$ cat src/rtl/fracn_sdm_pkg.sv
package fracn_sdm_pkg;

  localparam int unsigned SDM_MAX_ORDER = 4;

  function automatic int unsigned binom(int unsigned n, int unsigned k);
    int unsigned r;
    r = 1;
    for (int unsigned i = 0; i < k; i++) r = r * (n - i) / (i + 1);
    return r;
  endfunction

  // correction limits for a given cascade order
  function automatic int corr_max(int unsigned ord);
    return (ord == 0) ? 0 : (1 << (ord - 1));
  endfunction

  function automatic int corr_min(int unsigned ord);
    return (ord <= 1) ? 0 : -((1 << (ord - 1)) - 1);
  endfunction

endpackage

$ cat src/rtl/sdm_acc_stage.sv
module sdm_acc_stage #(
  parameter int unsigned W = 32
) (
  input  logic         clk_i,
  input  logic         rst_ni,
  input  logic         en_i,
  input  logic         load_i,
  input  logic [W-1:0] init_i,
  input  logic [W-1:0] add_i,
  input  logic [W-1:0] den_i,
  output logic [W-1:0] res_o,
  output logic         carry_o
);

  logic [W-1:0] acc_q;
  logic [W:0]   sum;

  assign sum     = {1'b0, acc_q} + {1'b0, add_i};
  assign carry_o = en_i && (sum >= {1'b0, den_i});
  assign res_o   = carry_o ? (sum[W-1:0] - den_i) : sum[W-1:0];

  always_ff @(posedge clk_i or negedge rst_ni) begin
    if (!rst_ni)     acc_q <= '0;
    else if (load_i) acc_q <= init_i;
    else if (en_i)   acc_q <= res_o;
  end

  assert_residue_below_den_R3: assert property (@(posedge clk_i) disable iff (!rst_ni)
    acc_q < den_i)
    else $error("stage residue reached modulus");

  assert_idle_hold_R1: assert property (@(posedge clk_i) disable iff (!rst_ni)
    (!en_i && !load_i) |=> $stable(acc_q))
    else $error("disabled stage changed state");

endmodule

$ cat src/rtl/sdm_diff_net.sv
module sdm_diff_net #(
  parameter int unsigned MAX_ORDER = fracn_sdm_pkg::SDM_MAX_ORDER,
  parameter int unsigned CORR_W    = MAX_ORDER + 1
) (
  input  logic                     clk_i,
  input  logic                     rst_ni,
  input  logic                     clear_i,
  input  logic [MAX_ORDER-1:0]     carry_i,
  output logic signed [CORR_W-1:0] corr_o
);

  typedef logic signed [CORR_W-1:0] term_t;

  logic [MAX_ORDER*CORR_W-1:0] terms;

  for (genvar k = 0; k < MAX_ORDER; k++) begin : g_ord
    logic [k:0] tap;
    term_t      term;

    assign tap[0] = carry_i[k];

    if (k > 0) begin : g_hist
      logic [k:1] past_q;
      always_ff @(posedge clk_i or negedge rst_ni) begin
        if (!rst_ni)      past_q <= '0;
        else if (clear_i) past_q <= '0;
        else              past_q <= tap[k-1:0];
      end
      assign tap[k:1] = past_q;
    end

    // (1 - z^-1)^k applied to carry k+1
    always_comb begin
      term = '0;
      for (int j = 0; j <= k; j++) begin
        if (tap[j]) begin
          if (j % 2 == 1) term = term - term_t'(fracn_sdm_pkg::binom(k, j));
          else            term = term + term_t'(fracn_sdm_pkg::binom(k, j));
        end
      end
    end

    assign terms[k*CORR_W +: CORR_W] = term;
  end

  always_comb begin
    corr_o = '0;
    for (int k = 0; k < MAX_ORDER; k++) corr_o = corr_o + term_t'(terms[k*CORR_W +: CORR_W]);
  end

endmodule

$ cat src/rtl/sdm_sync_delay.sv
module sdm_sync_delay #(
  parameter int unsigned CNT_W = 32
) (
  input  logic             clk_i,
  input  logic             rst_ni,
  input  logic             req_i,
  input  logic             tick_i,
  input  logic [CNT_W-1:0] dly_i,
  output logic             fire_o
);

  logic             armed_q;
  logic [CNT_W-1:0] cnt_q;

  // a new request outranks an expiring count
  assign fire_o = armed_q && (cnt_q == '0) && !req_i;

  always_ff @(posedge clk_i or negedge rst_ni) begin
    if (!rst_ni) begin
      armed_q <= 1'b0;
      cnt_q   <= '0;
    end else if (req_i) begin
      armed_q <= 1'b1;
      cnt_q   <= dly_i;
    end else if (fire_o) begin
      armed_q <= 1'b0;
    end else if (armed_q && tick_i && (cnt_q != '0)) begin
      cnt_q <= cnt_q - 1'b1;
    end
  end

  assert_count_hold_R7: assert property (@(posedge clk_i) disable iff (!rst_ni)
    (armed_q && !tick_i && !req_i) |=> $stable(cnt_q))
    else $error("delay counter moved without a tick");

  assert_fire_disarms_R7: assert property (@(posedge clk_i) disable iff (!rst_ni)
    fire_o |=> !armed_q)
    else $error("counter still armed after re-seed");

  assert_restart_R9: assert property (@(posedge clk_i) disable iff (!rst_ni)
    req_i |=> (armed_q && cnt_q == $past(dly_i)))
    else $error("request did not restart the count");

endmodule

$ cat src/rtl/fracn_sdm.sv
module fracn_sdm
  import fracn_sdm_pkg::*;
#(
  parameter int unsigned N_W       = 19,
  parameter int unsigned FRAC_W    = 32,
  parameter int unsigned CNT_W     = 32,
  parameter int unsigned ORD_W     = 3,
  parameter int unsigned MAX_ORDER = SDM_MAX_ORDER
) (
  input  logic              clk_i,
  input  logic              rst_ni,
  input  logic [N_W-1:0]    n_int_i,
  input  logic [FRAC_W-1:0] num_i,
  input  logic [FRAC_W-1:0] den_i,
  input  logic [FRAC_W-1:0] seed_i,
  input  logic [ORD_W-1:0]  order_i,
  input  logic              sm_tick_i,
  input  logic              sync_req_i,
  input  logic [CNT_W-1:0]  sync_dly_i,
  output logic [N_W:0]      div_o
);

  localparam int unsigned CORR_W = MAX_ORDER + 1;
  localparam logic [ORD_W-1:0] ORD_LIMIT = ORD_W'(MAX_ORDER);

  logic                          start_q;
  logic                          fire;
  logic                          reseed;
  logic                          order_ok;
  logic [MAX_ORDER-1:0]          stage_en;
  logic [MAX_ORDER-1:0]          carry;
  logic [MAX_ORDER:0][FRAC_W-1:0] chain;
  logic signed [CORR_W-1:0]      corr_d;
  logic signed [CORR_W-1:0]      corr_q;

  assign order_ok = (order_i <= ORD_LIMIT);
  assign reseed   = start_q | fire;
  assign chain[0] = num_i;

  for (genvar k = 0; k < MAX_ORDER; k++) begin : g_stage
    logic [FRAC_W-1:0] init;
    if (k == 0) begin : g_seed
      assign init = seed_i;
    end else begin : g_zero
      assign init = '0;
    end

    assign stage_en[k] = order_ok && (order_i > ORD_W'(k));

    sdm_acc_stage #(.W(FRAC_W)) u_stage (
      .clk_i   (clk_i),
      .rst_ni  (rst_ni),
      .en_i    (stage_en[k]),
      .load_i  (reseed),
      .init_i  (init),
      .add_i   (chain[k]),
      .den_i   (den_i),
      .res_o   (chain[k+1]),
      .carry_o (carry[k])
    );
  end

  sdm_diff_net #(.MAX_ORDER(MAX_ORDER), .CORR_W(CORR_W)) u_diff (
    .clk_i   (clk_i),
    .rst_ni  (rst_ni),
    .clear_i (reseed),
    .carry_i (carry),
    .corr_o  (corr_d)
  );

  sdm_sync_delay #(.CNT_W(CNT_W)) u_sync (
    .clk_i  (clk_i),
    .rst_ni (rst_ni),
    .req_i  (sync_req_i),
    .tick_i (sm_tick_i),
    .dly_i  (sync_dly_i),
    .fire_o (fire)
  );

  // first edge after reset acts as the seed load
  always_ff @(posedge clk_i or negedge rst_ni) begin
    if (!rst_ni) start_q <= 1'b1;
    else         start_q <= 1'b0;
  end

  always_ff @(posedge clk_i or negedge rst_ni) begin
    if (!rst_ni)     corr_q <= '0;
    else if (reseed) corr_q <= '0;
    else             corr_q <= corr_d;
  end

  assign div_o = {1'b0, n_int_i} + {{(N_W + 1 - CORR_W){corr_q[CORR_W-1]}}, corr_q};

  assert_corr_bounds_R6: assert property (@(posedge clk_i) disable iff (!rst_ni)
    order_ok |-> (corr_q <= corr_max(order_i) && corr_q >= corr_min(order_i)))
    else $error("correction outside order bound");

  assert_bypass_R1: assert property (@(posedge clk_i) disable iff (!rst_ni)
    (!order_ok || order_i == '0) |=> (div_o == {1'b0, n_int_i}))
    else $error("disabled modulator moved the divide value");

  assert_reseed_clears_R8: assert property (@(posedge clk_i) disable iff (!rst_ni)
    reseed |=> (corr_q == '0))
    else $error("re-seed left a correction");

  assert_last_residue_R3: assert property (@(posedge clk_i) disable iff (!rst_ni)
    stage_en[MAX_ORDER-1] |-> (chain[MAX_ORDER] < den_i))
    else $error("last stage residue reached modulus");

endmodule

$ cat config.mk
export PLATFORM = sky130hd
export DESIGN_NAME = fracn_sdm
export DESIGN_NICKNAME = d
export VERILOG_FILES = /design/src/rtl/fracn_sdm_pkg.sv /design/src/rtl/sdm_acc_stage.sv /design/src/rtl/sdm_diff_net.sv /design/src/rtl/sdm_sync_delay.sv /design/src/rtl/fracn_sdm.sv
export SDC_FILE = /design/constraint.sdc
export NUM_CORES = 1
export LEC_CHECK = 0
export BUFFER_PORTS_ARGS = -buffer_cell sky130_fd_sc_hd__buf_2
export CELL_PAD_IN_SITES_DETAIL_PLACEMENT = 1
export CELL_PAD_IN_SITES_GLOBAL_PLACEMENT = 2
export CORE_ASPECT_RATIO = 0.75
export CORE_MARGIN = 3
export CORE_UTILIZATION = 38
export DETAILED_ROUTE_END_ITERATION = 7
export HOLD_SLACK_MARGIN = 0.12
export PLACE_DENSITY_LB_ADDON = 0.1
export SYNTH_ARGS = -nofsm -noshare
export SYNTH_HDL_FRONTEND = slang
export SYNTH_SLANG_ARGS = --single-unit
$ cat constraint.sdc
create_clock -name clk_i -period 28 [get_ports clk_i]
set_clock_uncertainty 0.05 [all_clocks]
set_input_delay 4.2 -clock clk_i [delete_from_list [all_inputs] [get_ports clk_i]]
set_output_delay 4.2 -clock clk_i [all_outputs]
set_load 0.05 [all_outputs]
### Word level (Yosys, flattened, before mapping)

Index checks and enable logic that the tools add are counted.

| operators by class | value |
|---|---|
| $add $sub $neg | 19 |
| magnitude comparators | 9 |
| equality and inequality tests | 1 |
| multiplexer cells | 31 |
| bitwise operators | 1 |
| reduce and logical (&&, ||, !) cells | 22 |

Operator list:

| kind | number |
|---|---|
| 32-bit two-way mux | 15 |
| 32-bit by 32-bit adder with 33-bit output | 4 |
| 33-bit by 32-bit greater-or-equal comparator with 1-bit output | 4 |
| 32-bit subtractor | 4 |
| 5-bit two-way mux | 7 |
| 32-bit zero test | 1 |
| 32-bit nonzero test | 1 |
| 32-bit by 1-bit subtractor with 32-bit output, second input constant | 1 |
| 19-bit by 20-bit adder with 20-bit output | 1 |
| 5-bit adder | 3 |
| 1-bit logical AND | 12 |
| 2-bit nonzero test | 6 |
| 1-bit two-way mux | 7 |
| 3-bit by 1-bit greater-than comparator with 1-bit output, second input constant | 2 |
| 3-bit by 2-bit greater-than comparator with 1-bit output, second input constant | 2 |
| 1-bit by 2-bit subtractor with 3-bit output, second input constant | 2 |
| 5-bit by 2-bit adder with 5-bit output, second input constant | 1 |
| 5-bit by 3-bit adder with 5-bit output, second input constant | 1 |
| 5-bit by 2-bit subtractor with 5-bit output, second input constant | 1 |
| 3-bit <= comparator, second input constant | 1 |
| 3-bit two-way mux | 1 |
| 2-bit two-way mux | 1 |
| 2-bit != test, second input constant | 1 |
| 2-bit AND reduction | 1 |
| other kinds (3) | 3 |

| storage, ports and cells | value |
|---|---|
| register bits | 173 |
| output and inout port bits | 20 |
| word-level logic and storage cells | 94 |

### Depth between registers and ports, before layout

Gate-level depths: netlist of run 1.

| depth | value |
|---|---|
| depth in word-level cells | 24 |
| gate-level depth with buffers | 105 |
| mapped depth without buffers | 98 |

### By module

From an unflattened synthesis of run 1, not the netlist that was laid out.

| unflattened totals | value |
|---|---|
| cell total of the unflattened synthesis | 3487 |
| area total of the unflattened synthesis | 27083.5 um2 |

By module, submodules not included:

| module | instances | cells each | area each (um2) | seq. area each (um2) |
|---|---|---|---|---|
| sdm_acc_stage at g_stage[1].u_stage ... | 2 | 737 | 5748.0 | 800.8 |
| sdm_acc_stage at g_stage[0].u_stage | 1 | 774 | 5783.0 | 800.8 |
| sdm_acc_stage at g_stage[3].u_stage | 1 | 756 | 5585.4 | 800.8 |
| sdm_sync_delay | 1 | 243 | 2097.0 | 825.8 |
| fracn_sdm | 1 | 169 | 1387.6 | 151.4 |
| sdm_diff_net | 1 | 71 | 734.5 | 150.1 |

### Worst setup path after synthesis of run 1

Ideal clock, no wire load.

| path | value |
|---|---|
| path type | input to register |
| from | input num_i[0] |
| to | register corr_q[4] |
| library setup time | 0.132 ns |
| data arrival time | 23.617 ns |
| data required time | 27.818 ns |
| setup slack | 4.201 ns |
| stages | 100 |
| path buffers | 7 |
| path through | ha_1 > inv_1 > fa_1 > nand2b_1 > a21oi_1 > o41ai_2 > o31ai_1 > a41oi_1 > a21oi_1 > a21oi_1 > xnor2_1 > ha_1 > and4_1 > and2_1 > nand4b_1 > nand2_1 > o21ai_0 > o211a_1 > [... 64 more ...] > a21o_1 > a21o_1 > or3_1 > a31oi_1 > nor2_1 > a221o_1 > clkbuf_1 > nand2_1 > inv_1 > fa_1 > xnor2_1 > fa_1 > ha_1 > fa_1 > a21o_1 > a21oi_1 > xnor2_1 > nor2_1 |

| between the ends | value |
|---|---|
| longest elaborated chain between the ends | 24 |
| elaborated cells on any way between the ends | 38 |
| classes of those cells | 16 x add/sub; 4 x order compare; 14 x mux; 4 x reduce/logical |

RTL lines:

| what | RTL line | RTL |
|---|---|---|
| from (decl) | fracn_sdm.sv:13 | `input logic [FRAC_W-1:0] num_i,` |
| 32-bit by 32-bit adder with 33-bit output * | sdm_acc_stage.sv:18 | `assign sum = {1'b0, acc_q} + {1'b0, add_i};` |
| 33-bit by 32-bit greater-or-equal comparator with 1-bit output | sdm_acc_stage.sv:19 | `assign carry_o = en_i && (sum >= {1'b0, den_i});` |
| 1-bit logical AND | sdm_acc_stage.sv:19 |  |
| 32-bit two-way mux | sdm_acc_stage.sv:20 | `assign res_o = carry_o ? (sum[W-1:0] - den_i) : sum[W-1:0];` |
| 32-bit by 32-bit adder with 33-bit output | sdm_acc_stage.sv:18 |  |
| 33-bit by 32-bit greater-or-equal comparator with 1-bit output | sdm_acc_stage.sv:19 |  |
| 1-bit logical AND | sdm_acc_stage.sv:19 |  |
| 32-bit two-way mux | sdm_acc_stage.sv:20 |  |
| [... 8 more ...] | -- |  |
| 1-bit by 2-bit subtractor with 3-bit output | sdm_diff_net.sv:37 | `if (j % 2 == 1) term = term - term_t'(fracn_sdm_pkg::binom(k, j));` |
| 5-bit two-way mux | sdm_diff_net.sv:36 | `if (tap[j]) begin` |
| 5-bit by 3-bit adder with 5-bit output | sdm_diff_net.sv:38 | `else term = term + term_t'(fracn_sdm_pkg::binom(k, j));` |
| 5-bit two-way mux | sdm_diff_net.sv:36 |  |
| 5-bit by 2-bit subtractor with 5-bit output | sdm_diff_net.sv:37 |  |
| 5-bit two-way mux | sdm_diff_net.sv:36 |  |
| 5-bit adder * | sdm_diff_net.sv:48 | `for (int k = 0; k < MAX_ORDER; k++) corr_o = corr_o + term_t'(terms[k*CORR_W +: CORR_W]);` |
| 5-bit two-way mux * | fracn_sdm.sv:88 | `else if (reseed) corr_q <= '0;` |
| to (signal assigned) | fracn_sdm.sv:89 | `else corr_q <= corr_d;` |
| to (decl) | fracn_sdm.sv:34 | `logic signed [CORR_W-1:0] corr_q;` |

Mark *: on every way between the ends. The rest lies on a longest branch, timed or not.
A chain may end at the register's enable or synchronous reset.

### Final worst setup path of run 1

| path | value |
|---|---|
| from | input num_i[1] |
| to | register corr_q[4] |

Same word-level chain as after synthesis.

==> results of run 1 <==
-- repair_timing --
item,CTS,global route
setup endpoints to repair,0,5
gates resized for setup,0,14
setup buffers,0,5
-- sequential cells by signal (all words and copies together), names as in the netlist --
register                    flops
start_q                         1
g_stage.u_stage.acc_q         128
u_sync.armed_q                  1
corr_q                          5
u_diff.g_ord.g_hist.past_q      6
u_sync.cnt_q                   32
-- cell type report --
type	count	area, sq um	share of cell area [%]
clock buffer	18	429.2	1.702
clock inverter	14	123.9	0.4913
tap	790	988.4	3.921
sequential	173	4330	17.18
timing repair buffer	198	1100	4.362
inverter	125	474.2	1.881
multi-input combinational	2495	17770	70.47
-- routing by layer --
metal | share of wire, % | routed length (um)
met5 | 0.016 | 13
met4 | 1.7 | 1393
met3 | 4.1 | 3280
met2 | 44 | 35160
met1 | 50 | 40650
-- worst min-delay path, cell delays in order, from the launching register on --
cell and delay [ns]:
dfrtp_1 0.38, inv_1 0.07, o21bai_1 0.07
-- Yosys cell counts, drive strengths merged, types with 11 or more instances --
cell type and n:
nand3 61, a211oi 32, nand2b 43, xnor2 183
a31oi 30, dfrtp 172, and2 18, nor2b 32
fa 16, ha 290, o21bai 33, a211o 11
nand2 217, a21oi 302, o21a 64, nor4 16
o31ai 19, clkbuf 74, or3 11, o211ai 15
a31o 11, and3 29, mux2i 57, inv 125
a21o 142, buf 22, or2 12, nor3 39
mux2 71, o31a 11, nand4 23, a21boi 11
nor2 268, xor2 88, o21ai 244
-- per-stage QoR --
stage          setup TNS (ns)  cells
6_report                    0   3813
5_1_grt                     0   3813
4_1_cts                     0   3808
3_5_place_dp         -0.05547   3776
3_3_place_gp                0   3776
2_1_floorplan               0   2889
-- logic make-up after synthesis --
| kind of cell | synth area share (%) |
|---|---|
| AOI/OAI and AO/OA | 27.44 |
| muxes | 6.057 |
| other | 0.01640 |
| and+or+nand+nor | 16.11 |
| DFF | 18.94 |
| buffers and inverters | 3.787 |
| adders and majority gates | 17.27 |
| xor gates and xnor gates | 10.38 |
-- path summary, 6_finish.rpt --
path	start	cells past startpoint	endpoint	slack, ns
worst max-delay path	num_i[1]	93	corr_q[4]	1.48
worst min-delay path	u_sync.armed_q	2	u_sync.armed_q	0.50
worst max register to register	g_stage[0].u_stage.acc_q[1]	92	corr_q[4]	4.89
worst min register to register	u_sync.armed_q	2	u_sync.armed_q	0.50
max in group asynchronous	rst_ni	2	u_sync.cnt_q[2]	22.89
min in group asynchronous	rst_ni	1	g_stage[3].u_stage.acc_q[2]	3.57
==> summary.md, run 1 <==
| Metric | Value |
|---|---|
| Status | `finished, final reports clean` |
| Share of the synthesized area in the top cell type | `about a fifth` |
| Number of synthesized flops with an enable pin | `0` |
| Reported max-cap violation count | `0` |
| TritonCTS clock tree | `yes` |
| Fmax | `around 38 MHz` |
| Die Y | `around 220 um` |
| YS warnings | `0` |
| Syn avg cell area | `7.915 sq um` |
| Die Wd | `between 200 and 300 um` |
| Clk slew on worst S/H paths | `around 0.08 ns` |
| Vias/cell | `just under 6` |
| Met2 GRT Util | `roughly two fifths` |
| Maximum clock path buffer count | `2` |
| Syn-to-layout area delta | `10.26%` |
| Top cells by area, synth | `dfrtp_1 19%, ha_1 16%, xnor2_1 7.0%, a21oi_1 6.6%, o21ai_0 5.1%` |
| Worst Tran Pin Value | `1.046 ns` |
| Met1 usage in global routing | `between 30 and 40%` |
| Post-CTS Hold Buffers | `0` |
| Hpwl dp | `65640 um` |
| Antenna viol nets, final | `0` |
| First-pass GRT wire length | `~130000 um` |
| Gpl congestion | `roughly 0.9` |
| Cell area after layout | `between 20000 and 30000 sq um` |
| Detailed-route DRC error count | `0` |
| First DRT Iteration DRCs | `between 1k and 1.5k` |
| Commonest non-fill, non-tap cell in the layout | `a21oi_1` |
| Slew headroom | `~30%` |
| Met3 Track Usage GR | `roughly 3.6%` |
| Most Crowded Layer GR | `met2` |
| Pre-antenna DRT Iters | `5` |
| Cells after synthesis | `about 2.9k` |
| Final Cycle Share | `94.72%` |
| Asr flop ratio synth | `100.0%` |
| Global Route Usage Sum | `25.45%` |
| Avg WL per Cell | `roughly 21 um` |
| Total grt overflow | `0` |
| Die Area | `approximately 63000 sq um` |
| Antenna diode count | `0` |
| Final Critical Period | `about 27 ns` |
| Worst Path Max Fanout | `33` |
| Final hold slack | `0.5047 ns` |
| Pin count of the biggest net entering global routing | `80` |
| WL final | `80500 um` |
| Main synth FF type | `dfrtp_1` |
| Clock Tree Root | `clkbuf_16` |
| Area after DPL | `roughly 25000 sq um` |
| Crit path top cell by count | `ha_1` |
| Core Area | `roughly 60000 sq um` |
| Post-Syn Area | `22870 sq um` |
| Final worst slack | `1.477 ns` |
| Worst-Skew Late Latency | `around 0.5 ns` |
| HP Class | `reg -> reg` |
| CTS Buf Count | `17` |
| WP data required | `around 28 ns` |
| Yosys reg bits | `approximately 170` |
| Final setup violation count | `0` |
| # IOs | `between 150 and 200` |
| Final-report max-slew violation count | `0` |
| Seq/Total Area, Yosys | `between 10% and 20%` |
| Peak per-stage delay on the critical path | `approximately 0.54 ns` |
| H-tree Lvls | `4` |
| DR vias | `approximately 22k` |
| Dpl ws | `-0.05547 ns` |
| Vias in the first global route | `between 20k and 25k` |
| Crit path kind | `in -> reg` |
| Worst Path Arrival | `approximately 27 ns` |
| Post-Route Utilization | `between 40% and 50%` |
| CP max stage cell | `or4_1` |
| Most frequent cells in the layout | `301 x a21oi_1, 290 x ha_1, 265 x nor2_1` |
| Layout fillers | `approximately 7.3k` |
| Nets | `roughly 3.5k` |
| Final hold viol count | `0` |
| Post-synthesis net count | `3349` |
| Port Buf Inserts | `about 170` |
| Yosys cell types | `82` |
| CP top delay family | `compound AO/OA/AOI/OAI gates` |
| Unrepaired setup endpoints after global routing | `no` |
| WP buf/inv | `7` |
| Starting Density | `about two fifths` |
| Startpoint Class | `input pin` |
| CP Capture Type | `flip-flop` |
| Antenna violations before repair | `2` |
| Site Rows | `77` |
| Clk sinks | `~170` |
| Area leader, netlist | `dfrtp_1` |
| Layout cells sized above 1 | `11.51%` |
Power of run 1 is left out: the tool's default activity adds up to more than one toggle a clock period on the data nets, which glitch-free logic cannot reach.
==> inputs of run 2 (changes only) <==
ABC_AREA = 1   (was not set)
CORE_UTILIZATION = 34   (was 38)
PLACE_DENSITY = 0.93   (was not set)
PLACE_DENSITY_LB_ADDON = not set   (was 0.1)
==> summary.md, run 2 <==
| Metric | Value |
|---|---|
| Worst-Skew Late Latency | `about 0.55 ns` |
| CP Capture Type | `flip-flop` |
| Top cells by area, synth | `nand2_1 22%, dfrtp_1 15%, ha_1 12%, inv_1 11%, nand3_1 8.6%` |
| Unrepaired setup endpoints after global routing | `no` |
| Commonest cells post-synth | `1766 x nand2_1, 841 x inv_1, 505 x nand3_1` |
| Most Crowded Layer GR | `met1` |
| Slew headroom | `about a third` |
| Biggest register | `g_stage.u_stage.acc_q` |
| Share of the synthesized area in the top cell type | `between 20% and 30%` |
| Pre-antenna DRT Iters | `5` |
| Final Cycle Share | `a little under 90%` |
| Layout cells sized above 1 | `6.153%` |
| Detailed-route DRC error count | `0` |
| Final Critical Period | `24.22 ns` |
| WP buf/inv | `10` |
| Status | `finished, final reports clean` |
| Crit path kind | `in -> reg` |
| Post-CTS Hold Buffers | `0` |
| Seq/Total Area, Yosys | `roughly 15%` |
| First DRT Iteration DRCs | `roughly 3.1k` |
| Antenna violations before repair | `22` |
| Syn avg cell area | `5.740 sq um` |
| Pin count of the biggest net entering global routing | `between 60 and 70` |
| Die Area | `around 90000 sq um` |
| Core Area | `approximately 85000 sq um` |
| Biggest regs | `g_stage.u_stage.acc_q: 128 flops, u_sync.cnt_q: 32 flops, u_diff.g_ord.g_hist.past_q: 6 flops` |
| Nets | `5729` |
| Final-report max-slew violation count | `0` |
| Vias in the first global route | `between 30k and 40k` |
| CP max stage cell | `nand2_4` |
| DR vias | `between 30k and 40k` |
| Die Wd | `around 350 um` |
| Die Y | `roughly 260 um` |
| Yosys reg bits | `around 170` |
| Main synth FF type | `dfrtp_1` |
| Count leader, synth | `nand2_1` |
| Clk slew on worst S/H paths | `roughly 0.08 ns` |
| WP data required | `~28 ns` |
| Area leader, netlist | `nand2_1` |
| CP top delay family | `simple AND/OR/NAND/NOR gates` |
| Post-Syn Area | `slightly below 30000 sq um` |
| Worst Path Arrival | `approximately 25 ns` |
| Avg WL per Cell | `21.28 um` |
| Post-Route Utilization | `a little under two fifths` |
| WL final | `136500 um` |
| Reported max-cap violation count | `0` |
| H-tree Lvls | `4` |
| CTS Buf Count | `17` |
| Final hold viol count | `0` |
| Maximum clock path buffer count | `2` |
| Setup Fix Bufs, Post-CTS | `0` |
| YS warnings | `0` |
| Starting Density | `34.68%` |
| Clk sinks | `173` |
| Cts repair resizes | `0` |
| Antenna viol nets, final | `0` |
| Clock Tree Root | `clkbuf_16` |
| Gpl congestion | `about 1.0` |
| Fmax | `~41 MHz` |
| HP Class | `reg -> reg` |
| Hpwl dp | `~120000 um` |
| Crit path top cell by count | `nand2_1` |
| Asr flop ratio synth | `100.0%` |
| Cells after synthesis | `5133` |
| Startpoint Class | `input pin` |
| Port Buf Inserts | `173` |
| Total grt overflow | `0` |
| First-pass GRT wire length | `203400 um` |
| TritonCTS clock tree | `yes` |
| Setup TNS Final | `0 ns` |
| Worst Tran Pin Value | `between 0.9 and 1 ns` |
| Met3 Track Usage GR | `roughly 6.6%` |
| Met1 usage in global routing | `a little under half` |
| Vias/cell | `5.291` |
| Peak per-stage delay on the critical path | `between 0.5 and 0.6 ns` |
| Global Route Usage Sum | `around 30%` |
| Number of synthesized flops with an enable pin | `0` |
| Yosys cell types | `between 40 and 50` |
| Max reg flops | `~130` |
| Worst Path Max Fanout | `36` |
| Syn-to-layout area delta | `8.637%` |
| Final setup violation count | `0` |
| # IOs | `174` |
| Post-synthesis net count | `5593` |
| Site Rows | `between 90 and 100` |
| Commonest non-fill, non-tap cell in the layout | `nand2_1` |
| Met2 GRT Util | `between 40% and 50%` |
| Most frequent cells in the layout | `1766 x nand2_1, 841 x inv_1, 505 x nand3_1` |
[run 2: path summary, 6_finish.rpt]
| path | start | endpoint | slack, ns | cells past startpoint |
|---|---|---|---|---|
| setup / recovery | num_i[2] | corr_q[4] | 3.78 | 109 |
| hold / removal | g_stage[3].u_stage.acc_q[4] | g_stage[3].u_stage.acc_q[4] | 0.45 | 2 |
| setup reg to reg | g_stage[0].u_stage.acc_q[2] | corr_q[4] | 7.15 | 108 |
| hold reg to reg | g_stage[3].u_stage.acc_q[4] | g_stage[3].u_stage.acc_q[4] | 0.45 | 2 |
| max in group asynchronous | rst_ni | g_stage[3].u_stage.acc_q[7] | 22.08 | 3 |
| min in group asynchronous | rst_ni | u_diff.g_ord[3].g_hist.past_q[3] | 3.63 | 1 |
[run 2: final cells by class]
class | instances | area, sq um
Multi-Input combinational cell | 4025 | 21360
Clock buffer | 18 | 439.2
Clock inverter | 14 | 181.4
Timing Repair Buffer | 200 | 1077
Inverter | 852 | 3198
Tap cell | 1128 | 1411
Sequential cell | 173 | 4330
Antenna cell | 4 | 10.01
Fill cell | 11830 | 52940
[run 2: worst min-delay path, cell delays in order (launching register included)]
cell     delay, ns
dfrtp_1       0.35
nand2_1       0.06
nand2_1       0.05
[run 2: cells by family (layout without fill, tap and decap cells)]
group,Yosys count,after routing,share of synthesized area (%)
compound gates,525,525,9.831
simple gates,3010,3010,43.74
fa+ha+maj,306,306,13.40
buf+inv,935,1084,12.88
flops,173,173,14.70
xor+xnor,183,183,5.440
other cells,1,5,0.01273
[run 2: layer usage]
metal,vias to the layer above,routed length (um)
li1,16480,-
met4,22,2207
met5,-,122
met1,16340,69450
met2,998,52640
met3,97,12100
[run 2: per-stage QoR]
| stage | instance area (sq um) | setup WS (ns) | hold slack [ns] | instances |
|---|---|---|---|---|
| 2_1_floorplan | 29460 | 9.968 | 0.4055 | 5133 |
| 3_3_place_gp | 31380 | 4.014 | 0.4209 | 6378 |
| 3_5_place_dp | 31380 | 3.715 | 0.4276 | 6378 |
| 4_1_cts | 32000 | 4.218 | 0.4489 | 6410 |
| 5_1_grt | 32000 | 2.502 | 0.4676 | 6410 |
| 6_report | 32010 | 3.785 | 0.4467 | 6414 |
Power of run 2 is left out for the same reason.
==> inputs of run 3 (changes only) <==
SYNTH_HIERARCHICAL = 1   (was not set)
==> summary.md, run 3 <==
| Metric | Value |
|---|---|
| Status | `finished, final reports clean` |
| Worst Path Max Fanout | `33` |
| Final Critical Period | `~24 ns` |
| Post-Syn Area | `approximately 31000 sq um` |
| Pre-antenna DRT Iters | `6` |
| Final hold viol count | `0` |
| WL final | `~140000 um` |
| Crit path top cell by count | `nand2_1` |
| Core Area | `around 90000 sq um` |
| Detailed-route DRC error count | `0` |
| Gpl congestion | `approximately 1` |
| CP max stage cell | `o21ai_0` |
| TritonCTS clock tree | `yes` |
| Pin count of the biggest net entering global routing | `between 60 and 70` |
| First-pass GRT wire length | `between 200000 and 250000 um` |
| Starting Density | `34.48%` |
| Port Buf Inserts | `173` |
| Antenna violations before repair | `3` |
| Die Wd | `approximately 360 um` |
| Startpoint Class | `input pin` |
| Cells after synthesis | `roughly 5.5k` |
| Biggest register | `g_stage.u_stage/acc_q` |
| Final Cycle Share | `85.40%` |
| Die Y | `around 270 um` |
| WP data required | `around 28 ns` |
| DR vias | `approximately 36k` |
| CP Capture Type | `flip-flop` |
| Commonest non-fill, non-tap cell in the layout | `nand2_1` |
| YS warnings | `6` |
| Worst Path Arrival | `about 24 ns` |
| # IOs | `174` |
| Max reg flops | `roughly 130` |
| Avg WL per Cell | `slightly below 20 um` |
| Global Route Usage Sum | `28.60%` |
| First DRT Iteration DRCs | `slightly above 3k` |
| Final setup violation count | `0` |
| Post-CTS Hold Buffers | `0` |
| Crit path kind | `in -> reg` |
| HP Class | `reg -> reg` |
| Slew headroom | `between 30% and 40%` |
| Clk slew on worst S/H paths | `roughly 0.080 ns` |
| Worst-Skew Late Latency | `around 0.55 ns` |
| Most frequent cells in the layout | `1943 x nand2_1, 962 x inv_1, 489 x nand3_1` |
| Worst Tran Pin Value | `1.035 ns` |
| Cts repair resizes | `0` |
| Final-report max-slew violation count | `0` |
| H-tree Lvls | `4` |
| Unrepaired setup endpoints after global routing | `no` |
| Antenna viol nets, final | `0` |
| Layout cells sized above 1 | `under 10%` |
| Setup TNS Final | `0 ns` |
| Maximum clock path buffer count | `2` |
| Setup Fix Bufs, Post-CTS | `0` |
| Biggest regs | `g_stage.u_stage/acc_q: 128 flops, u_sync/cnt_q: 32 flops, u_diff/g_ord.g_hist.past_q: 6 flops` |
| Nets | `between 6k and 7k` |
| Hpwl dp | `around 120000 um` |
| Total grt overflow | `0` |
| Clock Tree Root | `clkbuf_16` |
| Syn-to-layout area delta | `9.588%` |
| Vias in the first global route | `approximately 35k` |
| Clk sinks | `around 170` |
| Vias/cell | `between 5 and 6` |
| Fmax | `~42 MHz` |
| Peak per-stage delay on the critical path | `~0.67 ns` |
| Site Rows | `95` |
| Reported max-cap violation count | `0` |
| Syn avg cell area | `around 5.6 sq um` |
| CTS Buf Count | `17` |
| Die Area | `roughly 95000 sq um` |
-- run 3: layout make-up --
type	count	area, sq um
clock inverters	14	127.6
flip-flops and latches	173	4330
diodes	2	5.005
fillers	12750	56050
inverters	989	3712
multi-input cells	4350	22900
repair buffers	193	1025
well taps	1212	1516
clock buffers	18	429.2
-- run 3: path summary, 6_finish.rpt --
path,slack (ns),endpoint,startpoint,cells after the start
min in group asynchronous,3.67,g_stage[3].u_stage/acc_q[0],rst_ni,1
worst min-delay path,0.46,u_sync/armed_q,u_sync/armed_q,2
worst min register to register,0.46,u_sync/armed_q,u_sync/armed_q,2
max in group asynchronous,22.77,g_stage[1].u_stage/acc_q[27],rst_ni,2
worst max-delay path,4.09,corr_q[4],num_i[17],100
worst max register to register,7.45,corr_q[4],g_stage[0].u_stage/acc_q[17],99
-- run 3: critical path: cells and delay by family --
family / cells / cell delay [ns]
buffers and inverters: 13 / 1.83
and+or+nand+nor: 68 / 11.32
xor gates and xnor gates: 2 / 0.46
adders and majority gates: 13 / 4.89
AOI/OAI and AO/OA: 4 / 1.41
-- run 3: layer usage --
metal / vias up / part of all wire, % / global-route usage [%]
li1: 17610 / - / -
met1: 17100 / 52 / 44.52
met2: 1070 / 37 / 38.10
met3: 80 / 9.5 / 8.129
met4: 6 / 1.5 / 5.685
met5: - / 0.084 / 0.6829
-- run 3: stage by stage --
stage	std cells	worst slack (ns)	area, sq um	util [%]	hold WS (ns)
after detailed placement	6917	4.447	33490	37.17	0.4432
after CTS	6949	5.023	34040	37.79	0.4674
after global routing	6949	2.933	34040	37.79	0.4848
after global placement	6917	4.669	33490	37.17	0.4397
final	6951	4.088	34050	37.79	0.4610
after floorplan	5608	9.763	31430	-	0.4137
Power of run 3 is left out for the same reason.
